--- config.mk ---
export PLATFORM = sky130hd
export DESIGN_NAME = asu_addsub
export DESIGN_NICKNAME = d
export VERILOG_FILES = /design/src/rtl/asu_pkg.sv /design/src/rtl/asu_operand_sel.sv /design/src/rtl/asu_adder.sv /design/src/rtl/asu_flags.sv /design/src/rtl/asu_addsub.sv
export SDC_FILE = /design/constraint.sdc
export NUM_CORES = 1
export LEC_CHECK = 0
export ABC_AREA = 1
export BUFFER_PORTS_ARGS = -buffer_cell sky130_fd_sc_hd__buf_2
export CAP_MARGIN = 20
export CORE_MARGIN = 2
export CORE_UTILIZATION = 39
export CTS_CLUSTER_SIZE = 12
export DETAILED_ROUTE_END_ITERATION = 16
export PLACE_DENSITY = 0.64
export SETUP_SLACK_MARGIN = 0.1
export SLEW_MARGIN = 20
export SYNTH_ARGS = -nofsm -noshare
export SYNTH_HDL_FRONTEND = slang
export SYNTH_SLANG_ARGS = --single-unit
--- constraint.sdc ---
create_clock -name clk -period 3.85 [get_ports clk]
set_input_delay 0.1925 -clock clk [delete_from_list [all_inputs] [get_ports clk]]
set_output_delay 0.1925 -clock clk [all_outputs]
set_load 0.02 [all_outputs]
--- src/rtl/asu_pkg.sv ---
package asu_pkg;

    typedef enum logic [2:0] {
        ASU_ADD = 3'd0,
        ASU_ADC = 3'd1,
        ASU_SUB = 3'd2,
        ASU_SBC = 3'd3,
        ASU_RSB = 3'd4
    } asu_op_e;

endpackage

--- src/rtl/asu_operand_sel.sv ---
module asu_operand_sel
    import asu_pkg::*;
#(
    parameter int WIDTH = 32,
    parameter int IMM_W = 12
) (
    input  logic [2:0]       op_i,
    input  logic [WIDTH-1:0] rn_i,
    input  logic [WIDTH-1:0] flex_i,
    input  logic [IMM_W-1:0] imm_i,
    input  logic             imm_sel_i,
    input  logic             carry_i,
    output logic [WIDTH-1:0] add_a_o,
    output logic [WIDTH-1:0] add_b_o,
    output logic             add_cin_o,
    output logic             imm_err_o
);

    localparam int PAD_W = WIDTH - IMM_W;

    logic             imm_forbidden;
    logic [WIDTH-1:0] imm_ext;
    logic [WIDTH-1:0] op2;

    always_comb begin
        imm_forbidden = (op_i == ASU_ADC) || (op_i == ASU_SBC) || (op_i == ASU_RSB);
        imm_err_o     = imm_sel_i && imm_forbidden;
        imm_ext       = {{PAD_W{1'b0}}, imm_i};
        op2           = (imm_sel_i && !imm_forbidden) ? imm_ext : flex_i;

        add_a_o   = rn_i;
        add_b_o   = op2;
        add_cin_o = 1'b0;
        case (op_i)
            ASU_ADC: begin
                add_cin_o = carry_i;
            end
            ASU_SUB: begin
                add_b_o   = ~op2;
                add_cin_o = 1'b1;
            end
            ASU_SBC: begin
                add_b_o   = ~op2;
                add_cin_o = carry_i;
            end
            ASU_RSB: begin
                add_a_o   = op2;
                add_b_o   = ~rn_i;
                add_cin_o = 1'b1;
            end
            default: begin
                add_cin_o = 1'b0;
            end
        endcase
    end

endmodule

--- src/rtl/asu_adder.sv ---
module asu_adder #(
    parameter int WIDTH = 32,
    parameter int CHUNK = 8
) (
    input  logic [WIDTH-1:0] a_i,
    input  logic [WIDTH-1:0] b_i,
    input  logic             cin_i,
    output logic [WIDTH-1:0] sum_o,
    output logic             cout_o,
    output logic             ovf_o
);

    localparam int NCHUNK = WIDTH / CHUNK;

    logic [NCHUNK:0] carry;

    assign carry[0] = cin_i;

    for (genvar g = 0; g < NCHUNK; g++) begin : g_chunk
        logic [CHUNK:0] sum_c0;
        logic [CHUNK:0] sum_c1;

        assign sum_c0 = {1'b0, a_i[g*CHUNK +: CHUNK]} + {1'b0, b_i[g*CHUNK +: CHUNK]};
        assign sum_c1 = {1'b0, a_i[g*CHUNK +: CHUNK]} + {1'b0, b_i[g*CHUNK +: CHUNK]}
                        + {{CHUNK{1'b0}}, 1'b1};
        assign sum_o[g*CHUNK +: CHUNK] = carry[g] ? sum_c1[CHUNK-1:0] : sum_c0[CHUNK-1:0];
        assign carry[g+1]              = carry[g] ? sum_c1[CHUNK]     : sum_c0[CHUNK];
    end

    assign cout_o = carry[NCHUNK];
    assign ovf_o  = (a_i[WIDTH-1] == b_i[WIDTH-1]) && (sum_o[WIDTH-1] != a_i[WIDTH-1]);

endmodule

--- src/rtl/asu_flags.sv ---
module asu_flags #(
    parameter int WIDTH = 32
) (
    input  logic [WIDTH-1:0] sum_i,
    input  logic             cout_i,
    input  logic             ovf_i,
    output logic             n_o,
    output logic             z_o,
    output logic             c_o,
    output logic             v_o
);

    always_comb begin
        n_o = sum_i[WIDTH-1];
        z_o = (sum_i == '0);
        c_o = cout_i;
        v_o = ovf_i;
    end

endmodule

--- src/rtl/asu_addsub.sv ---
module asu_addsub
    import asu_pkg::*;
#(
    parameter int WIDTH = 32,
    parameter int IMM_W = 12,
    parameter int CHUNK = 8
) (
    input  logic             clk,
    input  logic             rst_n,
    input  logic [2:0]       op_i,
    input  logic [WIDTH-1:0] rn_i,
    input  logic [WIDTH-1:0] flex_i,
    input  logic [IMM_W-1:0] imm_i,
    input  logic             imm_sel_i,
    input  logic             carry_i,
    input  logic             setflags_i,
    output logic [WIDTH-1:0] result_o,
    output logic             flag_n_o,
    output logic             flag_z_o,
    output logic             flag_c_o,
    output logic             flag_v_o,
    output logic             flag_we_o,
    output logic             imm_err_o
);

    typedef struct packed {
        logic [WIDTH-1:0] result;
        logic             n;
        logic             z;
        logic             c;
        logic             v;
        logic             we;
        logic             err;
    } asu_state_t;

    asu_state_t st_d, st_q;

    logic [WIDTH-1:0] add_a, add_b, sum;
    logic             add_cin, cout, ovf, sel_err;
    logic             fl_n, fl_z, fl_c, fl_v;

    asu_operand_sel #(.WIDTH(WIDTH), .IMM_W(IMM_W)) u_sel (
        .op_i      (op_i),
        .rn_i      (rn_i),
        .flex_i    (flex_i),
        .imm_i     (imm_i),
        .imm_sel_i (imm_sel_i),
        .carry_i   (carry_i),
        .add_a_o   (add_a),
        .add_b_o   (add_b),
        .add_cin_o (add_cin),
        .imm_err_o (sel_err)
    );

    asu_adder #(.WIDTH(WIDTH), .CHUNK(CHUNK)) u_add (
        .a_i    (add_a),
        .b_i    (add_b),
        .cin_i  (add_cin),
        .sum_o  (sum),
        .cout_o (cout),
        .ovf_o  (ovf)
    );

    asu_flags #(.WIDTH(WIDTH)) u_flags (
        .sum_i  (sum),
        .cout_i (cout),
        .ovf_i  (ovf),
        .n_o    (fl_n),
        .z_o    (fl_z),
        .c_o    (fl_c),
        .v_o    (fl_v)
    );

    always_comb begin
        st_d        = st_q;
        st_d.result = sum;
        st_d.err    = sel_err;
        st_d.we     = setflags_i;
        if (setflags_i) begin
            st_d.n = fl_n;
            st_d.z = fl_z;
            st_d.c = fl_c;
            st_d.v = fl_v;
        end
    end

    always_ff @(posedge clk) begin
        if (!rst_n) begin
            st_q <= '0;
        end else begin
            st_q <= st_d;
        end
    end

    assign result_o  = st_q.result;
    assign flag_n_o  = st_q.n;
    assign flag_z_o  = st_q.z;
    assign flag_c_o  = st_q.c;
    assign flag_v_o  = st_q.v;
    assign flag_we_o = st_q.we;
    assign imm_err_o = st_q.err;

    a_r11_flag_hold: assert property (@(posedge clk) disable iff (!rst_n)
        !setflags_i |=> (!flag_we_o && $stable({flag_n_o, flag_z_o, flag_c_o, flag_v_o})));

    a_r11_strobe: assert property (@(posedge clk) disable iff (!rst_n)
        setflags_i |=> flag_we_o);

    a_r8_zero_flag: assert property (@(posedge clk) disable iff (!rst_n)
        flag_we_o |-> (flag_z_o == (result_o == '0)));

    a_r8_sign_flag: assert property (@(posedge clk) disable iff (!rst_n)
        flag_we_o |-> (flag_n_o == result_o[WIDTH-1]));

    a_r7_imm_err: assert property (@(posedge clk) disable iff (!rst_n)
        (imm_sel_i && (op_i == ASU_ADC || op_i == ASU_SBC || op_i == ASU_RSB)) |=> imm_err_o);

    a_r7_no_err: assert property (@(posedge clk) disable iff (!rst_n)
        !imm_sel_i |=> !imm_err_o);

    a_r6_imm_add: assert property (@(posedge clk) disable iff (!rst_n)
        (imm_sel_i && op_i == ASU_ADD) |=> (result_o == $past(rn_i) + WIDTH'($past(imm_i))));

    a_r3_sub_result: assert property (@(posedge clk) disable iff (!rst_n)
        (!imm_sel_i && op_i == ASU_SUB) |=> (result_o == $past(rn_i) - $past(flex_i)));

endmodule

; Word-level counts from Yosys, hierarchy flattened
; Cells that the tools add are included.
[totals]
reg_bits = 38
output_inout_bits = 38
wordCells = 45
[classes]
addsub = 8
n_eq_ne = 6
muxes = 12
n_bitwise = 2
reduce_logical = 10
[ops]
columns = cell, n
row1 = two-way mux 32 bit, 2
row2 = inverter 32 bit, 2
row3 = case mux 32 bit (2 select lines), 1
row4 = adder 8 x 8 -> 9 bit, 4
row5 = adder 9 x 1 -> 9 bit (second input constant), 4
row6 = zero test 32 bit, 1
row7 = two-way mux 8 bit, 4
row8 = equality test 3 x 2 -> 1 bit (second input constant), 2
row9 = OR reduction 2 bit, 3
row10 = two-way mux 1 bit, 4
row11 = equality test 3 x 1 -> 1 bit (second input constant), 1
row12 = equality test 3 bit (second input constant), 1
row13 = logical AND 1 bit, 3
row14 = logical OR 1 bit, 2
row15 = case mux 1 bit (2 select lines), 1
row16 = equality test 1 bit, 1
row17 = zero test 1 bit, 1
row18 = != test 1 bit, 1

; Longest topological paths before layout
; Gate-level depths: netlist of the first run.
[logic_depth]
ltp_word = 16
mapped_depth = 31
depth_no_buf = 30

; Cells and area by module
; Synthesis of the first run repeated with hierarchy kept, for this count alone.
[hier_totals]
hier_cells = 918
hier_area_um2 = 5231.3
[modules_own_cells]
columns = module, instances, cells_per_inst, area_per_inst_um2, seq_area_each_um2
row1 = asu_adder, 1, 405, 2369.8, 0.0
row2 = asu_operand_sel, 1, 348, 1591.5, 0.0
row3 = asu_addsub, 1, 131, 1131.1, 760.7
row4 = asu_flags, 1, 34, 138.9, 0.0

; Worst setup path after synthesis of the first run
; Ideal clock, no wire load.
[synth_path]
path_type = in2reg
start = in op_i[0]
end = reg st_q, in the netlist flag_z_o
setup_time_ns = 0.132
t_arrival_ns = 4.039
required_time_ns = 3.718
slack_ns = -0.321
path_stages = 24
path_buffers = 1
cell_sequence = inv_1 > nand3_2 > o21ai_0 > nor2_2 > clkbuf_1 > mux2i_1 > o221ai_1 > ha_1 > fa_1 > ha_1 > nand3_1 > nor2_2 > nand3_2 > o21bai_4 > nand2_4 > nand2_8 > nand2_8 > nand2_8 > nand2_8 > nor2_1 > xor2_1 > nor2_1 > nand3_1 > a21oi_1
[synth_between]
elab_chain_cells = 15
word_cells_on_any_way = 32
classes_between = add/sub: 8 / eq/ne: 4 / mux: 11 / bitwise: 1 / reduce/logical: 8
[synth_rtl]
columns = item, line
row1 = start: declaration, asu_addsub.sv:10  ; input logic [2:0] op_i,
row2 = equality test 3 x 1 -> 1 bit or equality test 3 x 2 -> 1 bit (tied branches), "asu_operand_sel.sv:26, asu_operand_sel.sv:34"
row3 = logical OR 1 bit (2 in a row), asu_operand_sel.sv:26  ; imm_forbidden = (op_i == ASU_ADC) || (op_i == ASU_SBC) || (op_i == ASU_RSB);
row4 = zero test 1 bit, asu_operand_sel.sv:29  ; op2 = (imm_sel_i && !imm_forbidden) ? imm_ext : flex_i;
row5 = logical AND 1 bit, asu_operand_sel.sv:29
row6 = two-way mux 32 bit, asu_operand_sel.sv:29
row7 = inverter 32 bit, "asu_operand_sel.sv:39, asu_operand_sel.sv:43"
row8 = case mux 32 bit (2 select lines), asu_operand_sel.sv:34  ; case (op_i)
row9 = adder 8 x 8 -> 9 bit, "asu_adder.sv:23, asu_adder.sv:24"
row10 = adder 9 x 1 -> 9 bit, asu_adder.sv:25  ; + {{CHUNK{1'b0}}, 1'b1};
row11 = two-way mux 1 bit (3 in a row), asu_adder.sv:27  ; assign carry[g+1] = carry[g] ? sum_c1[CHUNK] : sum_c0[CHUNK];
row12 = two-way mux 8 bit, asu_adder.sv:26  ; assign sum_o[g*CHUNK +: CHUNK] = carry[g] ? sum_c1[CHUNK-1:0] : sum_c0[CHUNK-1:0];
row13 = zero test 32 bit (*), asu_flags.sv:15  ; z_o = (sum_i == '0);
row14 = end signal: assignment, asu_addsub.sv:91  ; st_q <= st_d;
row15 = end: declaration, asu_addsub.sv:36  ; asu_state_t st_d, st_q;
; Every way passes the cells marked *; elsewhere a longest branch is shown, timed or not.
; A chain may end at the register's enable or synchronous reset.

; Worst setup path in the final report of the first run
; Ends and elaborated chain as after synthesis.

==> results of run 1 <==
[worst reg2reg max path, stage by stage (launching register included)]
cell	delay, ns
dfxtp_1	0.36
nand2_1	0.09
a21oi_1	0.14
[registers in the layout (all words and copies together), names as in the netlist]
name       count
result_o      32
flag_we_o      1
flag_c_o       1
flag_n_o       1
flag_z_o       1
imm_err_o      1
flag_v_o       1
[cell families after synthesis]
logic type      count (synthesis)
fa+ha+maj                      40
xor+xnor                       26
simple gates                  414
mux                            12
flops                          38
buf+inv                       133
compound gates                128
[layer usage]
metal | vias up | part of all wire [%] | global-route usage (%)
li1 | 3029 | - | -
met1 | 2497 | 47 | 26.6
met2 | 125 | 49 | 35.8
met3 | 12 | 3.6 | 2.38
met4 | 0 | 1.2 | 5.53
met5 | - | 0 | 0
[repair_timing]
| action | in CTS | in global routing |
|---|---|---|
| endpoints found under the setup margin | 0 | 14 |
| setup buffers | 0 | 9 |
| hold buffers | 0 | 0 |
| resized for setup | 0 | 82 |
[synthesized netlist by cell type, drive strengths merged]
| library cell | instances |
|---|---|
| nand2 | 236 |
| a221oi | 5 |
| o221ai | 16 |
| o21bai | 1 |
| clkbuf | 20 |
| inv | 108 |
| ha | 36 |
| mux2i | 12 |
| nand3b | 5 |
| buf | 1 |
| xnor2 | 11 |
| nor3 | 5 |
| nor2 | 90 |
| clkinv | 4 |
| o311ai | 1 |
| xor2 | 15 |
| nand4 | 20 |
| fa | 4 |
| nand3 | 56 |
| or2 | 2 |
| a22oi | 1 |
| dfxtp | 38 |
| o211ai | 3 |
| a21oi | 44 |
| a21o | 1 |
| o21ai | 56 |
[power breakdown]
part | total [mW] | leakage, nW | internal (mW) | switching (mW)
Clock | 0.411 | 0.0739 | 0.257 | 0.155
Combinational | 2.17 | 3.31 | 0.962 | 1.21
Sequential | 0.513 | 0.316 | 0.491 | 0.0219
[layout make-up]
class / count / area share (%)
Clock buffer: 7 / 2.08
Clock inverter: 1 / 0.0728
Inverter: 112 / 6.34
Multi-Input combinational cell: 621 / 55.2
Sequential cell: 38 / 11.1
Tap cell: 147 / 2.68
Timing Repair Buffer: 233 / 22.6
[through the flow]
stage	cells	instance area (um^2)
2_1_floorplan	791	4840
3_3_place_gp	1140	6300
3_5_place_dp	1140	6300
4_1_cts	1148	6450
5_1_grt	1159	6870
6_report	1159	6870
[how the worst min path moves through the flow]
stage / slack [ns] / endpoint / depth (start not counted) / startpoint
5_1_grt: 0.17 / imm_err_o / 3 / imm_sel_i
2_1_floorplan: 0.30 / flag_we_o / 2 / setflags_i
3_5_place_dp: 0.44 / imm_err_o / 3 / imm_sel_i
6_report: 0.14 / imm_err_o / 3 / imm_sel_i
4_1_cts: 0.14 / imm_err_o / 3 / imm_sel_i
3_3_place_gp: 0.45 / flag_we_o / 3 / setflags_i
==> results.cfg, run 1 <==
[final_layout]
layout.cells.most_common = nand2_1
fillCellCount = 1170
combined_area_of_the_multi_input_logic_cells_um2 = 3790
seq_area_um2 = 761
drive_gt1_share_pct = 32.1
nets = 1135
area.growth.synth_to_final_pct = 44.5
fin_util_pct = 57.4
antenna-diode-count = 0
most-common-layout-cells = nand2_1, buf_2, buf_4, inv_1, nor2_1

[setup_path]
cpLargestDelayFamily = simple AND/OR/NAND/NOR gates
critPathRequiredTime_ns = 4.06
worstSetupStartpointType = primary input
critPathMostFrequentCell = nand2_8
crit_start = op_i[0]
crit-reg2reg-launch = flag_z_o
cp_num_buf_inv = 4
end_kind = flip-flop
worst_r2r_path_depth = 2
timing_worst_setup_path_type = in2reg
regToRegEndpoint = flag_z_o
timing.critical_path.slowest_cell_delay_ns = 0.50
path_max_fanout = 7
worstSetupPathDepth = 28
crit_path_top_delay_cell = fa_1
timing.critical_path.to = flag_z_o
r2r_slack_ns = 3.21
crit_arrival_ns = 3.77

[synthesis]
synth.mux.area_fraction_pct = 2.53
synthDominantAreaCellType = nand2_1
post_synth_inst_count = 791
yosysUniqueCellTypes = 36
synth_compound_area_share_pct = 15.8
synth_fa_ha_area_share_pct = 11.2
synth-xor-area-share_pct = 4.95
synthSimpleGateAreaFrac_pct = 38.9
post_synth_main_area_contributors = nand2_1, dfxtp_1, ha_1
postSynthAreaPerCell_um2 = 6.01
syn-cell-area_um2 = 4750
ys_warn_count = 0
synth.ff_latch_count = 38
combinational_family_with_the_most_area_after_synthesis = simple AND/OR/NAND/NOR gates
post-synth-top-area-fraction_pct = 17.8
mappedNetlistNets = 915
seq_area_frac_synth_pct = 16.0

[route]
avgRoutedWirePerCell_um = 12.1
via_count = 5663
ant_nets = 0
finalWirelength_um = 14100
routed_via_density = 4.89
drtPass1Iterations = 4
drc_errors = 0
detailedRoute.firstIterationViolations = 259

[die]
die_x_um = 114
die_height_um = 114
row_count = 40
die-area_um2 = 13100
initial_util_pct = 39.7
io-pin-count = 122
floorplan.core_area_um2 = 12000

[sta]
post-route-period-util_pct = 92.4
timing.max_slew.rel_slack_pct = 71.1
finalSetupViolCount = 0
slew_viol_final = 0
rsz0062_at_grt = yes
post-route-min-period_ns = 3.56
post_route_setup_tns_ns = 0
timing.final.ws_setup_ns = 0.292
clock-skew-final_ns = 0
fmaxAchievable_ghz = 0.281
hold_slack_ns = 0.142
hold_violation_count_in_the_final_report = 0
tightest_slew_ns = 0.434

[placement]
dp_worst_setup_slack_ns = -0.175
dp.final_hpwl_um = 11100
gpl.final_weighted_congestion = 0.919
io_buffer_count = 121

[power_and_ir_drop]
totalPowerFinal_mw = 3.09
vdd_ir_drop_max_uv = 197
total_leakage_power_nw = 3.70
p_per_area_nw_per_um2 = 450

[status]
run_status = finished, final reports clean

[clocking]
tritoncts = done
cts.clk_slew.worst_paths_ns = 0.06
clock_latency_ns = 0.28
cts.root.buffer_cell = clkbuf_16
cts_made_buffers = 5
cts_h_tree_lvls = 2
cts_num_sinks = 38
cts_max_path_buffers = 2

[grt]
overflow = 0
global_route_usage_sum_pct = 20.5
first_global_vias = 4898
grt_antenna_before_repair = 0
global_route_wire_length_before_repair_um = 21900
grt_start_max_net_pins = 41

[min_path]
hold_path_class = in2reg

[run]
max_cap_violations = 0
Note: power is estimated with default switching activity, not from simulation.
==> run 2: changes to the inputs <==
--- a/config.mk
+++ b/config.mk
@@ -6,13 +6,14 @@
 export NUM_CORES = 1
 export LEC_CHECK = 0
 export ABC_AREA = 1
+export ABC_CLOCK_PERIOD_IN_PS = 3850
 export BUFFER_PORTS_ARGS = -buffer_cell sky130_fd_sc_hd__buf_2
 export CAP_MARGIN = 20
 export CORE_MARGIN = 2
-export CORE_UTILIZATION = 39
+export CORE_UTILIZATION = 50
 export CTS_CLUSTER_SIZE = 12
 export DETAILED_ROUTE_END_ITERATION = 16
-export PLACE_DENSITY = 0.64
+export PLACE_DENSITY = 0.79
 export SETUP_SLACK_MARGIN = 0.1
 export SLEW_MARGIN = 20
 export SYNTH_ARGS = -nofsm -noshare
==> run 2 against run 1 <==
Compared with the run above: global-route usage increased by 4.5 points; clock power decreased by 29%; utilization increased by 15 points; hold slack improved by 0.0084 ns; register-to-register slack about the same; cell area decreased by 2.8%; sequential share of layout area increased by 0.32 points; fmax decreased by 2.5%; critical endpoint unchanged; largest power group unchanged.
==> results.cfg, run 2 (synthesized netlist as in run 1, its figures left out) <==
[final_layout]
layout.cells.most_common = nand2_1
nets = 1120
combined_area_of_the_multi_input_logic_cells_um2 = 3810
design_area_um2 = 6680
area.growth.synth_to_final_pct = 40.4
drive_gt1_share_pct = 30.5
largest_reg_flops = 32
seq_area_um2 = 761
fillCellCount = 766
most-common-layout-cells = nand2_1, buf_2, inv_1, buf_4, nor2_1
antenna-diode-count = 0

[setup_path]
end_kind = flip-flop
timing.critical_path.to = flag_z_o
r2r_slack_ns = 3.20
crit_start = op_i[1]
path_max_fanout = 7
critPathRequiredTime_ns = 4.06
crit_arrival_ns = 3.85
timing_worst_setup_path_type = in2reg
crit-reg2reg-launch = flag_z_o
worst_r2r_path_depth = 2
worstSetupStartpointType = primary input
regToRegEndpoint = flag_z_o

[grt]
grt_start_max_net_pins = 60
overflow = 0
grt_antenna_before_repair = 0
global_route_wire_length_before_repair_um = 21300
first_global_vias = 5004
global_route_usage_sum_pct = 25.0

[placement]
gpl.final_weighted_congestion = 0.904
dpl_cell_area_um2 = 6170
dp.final_hpwl_um = 10500
io_buffer_count = 121

[run]
max_cap_violations = 0

[clocking]
cts_made_buffers = 5
clock_latency_ns = 0.29
cts_max_path_buffers = 2
cts.clk_slew.worst_paths_ns = 0.07
cts_num_sinks = 38
cts.root.buffer_cell = clkbuf_8
cts_h_tree_lvls = 2
tritoncts = done

[power_and_ir_drop]
total_leakage_power_nw = 3.60
power_frac_seq_pct = 17.7
power_frac_comb_pct = 72.3
vdd_ir_drop_max_uv = 191
power_report.internal_total_mw = 1.54
switching_share_pct = 47.1
p_per_area_nw_per_um2 = 436
p_clk_share_pct = 10.0
totalPowerFinal_mw = 2.91
power.net_switching_mw = 1.37

[die]
io-pin-count = 122
die_height_um = 102
die-area_um2 = 10300
floorplan.core_area_um2 = 9240
row_count = 35
die_x_um = 102
initial_util_pct = 51.5

[route]
finalWirelength_um = 14000
drtPass1Iterations = 5
routed_via_density = 5.12
detailedRoute.firstIterationViolations = 230
via_count = 5764
drc_errors = 0
avgRoutedWirePerCell_um = 12.5
ant_nets = 0

[sta]
hold_violation_count_in_the_final_report = 0
clock-skew-final_ns = 0
timing.max_slew.rel_slack_pct = 67.1
post-route-period-util_pct = 94.8
tightest_slew_ns = 0.491
slew_viol_final = 0
fmaxAchievable_ghz = 0.274
post-route-min-period_ns = 3.65
finalSetupViolCount = 0

[min_path]
hold_path_class = in2reg

[status]
run_status = finished, final reports clean
-- run 2: changes by cell type in the layout (fill, tap and decap cells not counted), sizes merged --
| cell | change |
|---|---|
| clkinvlp | +1 |
| nand2 | +1 |
| clkbuf | -1 |
| buf | -16 |
-- run 2: per-stage QoR --
step / utilization [%] / cells / hold slack (ns) / TNS [ns] / worst slack, ns
2_1_floorplan: - / 791 / 0.304 / 0 / 0.00155
3_3_place_gp: 66.7 / 1105 / 0.444 / -0.0522 / -0.0522
3_5_place_dp: 66.7 / 1105 / 0.449 / -0.381 / -0.156
4_1_cts: 67.8 / 1113 / 0.143 / 0 / 0.139
5_1_grt: 72.3 / 1126 / 0.145 / -0.00753 / -0.00753
6_report: 72.3 / 1126 / 0.151 / 0 / 0.201
-- run 2: how the worst min path moves through the flow --
stage	slack, ns	from	endpoint	cells after the start
detailed placement	0.45	imm_sel_i	imm_err_o	3
finish	0.15	imm_sel_i	imm_err_o	3
CTS	0.14	imm_sel_i	imm_err_o	3
floorplan	0.30	setflags_i	flag_we_o	2
global route	0.15	imm_sel_i	imm_err_o	3
global placement	0.44	setflags_i	flag_we_o	3
-- run 2: worst max-delay path, stage by stage --
cell      delay [ns]
buf_2           0.12
inv_4           0.05
nand3_4         0.07
o21ai_4         0.08
nor2_4          0.05
buf_12          0.14
buf_12          0.15
mux2i_4         0.19
buf_4           0.13
o21ai_1         0.11
o21ai_1         0.08
ha_1            0.36
nand2_1         0.11
nand2_1         0.09
inv_2           0.09
nand2_4         0.07
xor2_4          0.20
nand3_4         0.12
o21bai_4        0.29
nand2_8         0.12
nand2_8         0.12
nand3_4         0.17
nand2_4         0.16
nor2_2          0.05
xor2_1          0.16
nor2_1          0.15
nand3_1         0.08
a21oi_1         0.13
-- run 2: power by group through the flow --
stage	logic (mW)	registers, mW	clock network, mW
6_report	2.10	0.516	0.290
2_1_floorplan	1.11	0.652	0
3_3_place_gp	1.90	0.525	0
5_1_grt	2.33	0.526	0.312
3_5_place_dp	1.92	0.525	0
4_1_cts	1.93	0.517	0.293
-- run 2: repair_timing --
item	4_1_cts	5_1_grt
hold endpoints to repair	0	0
resized for setup	0	69
setup endpoints to repair	0	13
hold buffers	0	0
buffers inserted	0	9
-- run 2: layer usage --
| layer | up-vias | routed length [um] | GRT usage, % |
|---|---|---|---|
| li1 | 3005 | - | - |
| met1 | 2517 | 6140 | 32.2 |
| met2 | 199 | 6740 | 43.8 |
| met3 | 43 | 702 | 2.55 |
| met4 | 0 | 456 | 7.69 |
| met5 | - | 0 | 0 |
-- run 2: cell type report --
type | instances | share of cell area [%]
multi-input combinational | 622 | 57.0
clock buffer | 6 | 1.24
inverter | 112 | 6.52
timing repair buffer | 217 | 21.2
tap | 129 | 2.42
clock inverter | 2 | 0.187
sequential | 38 | 11.4
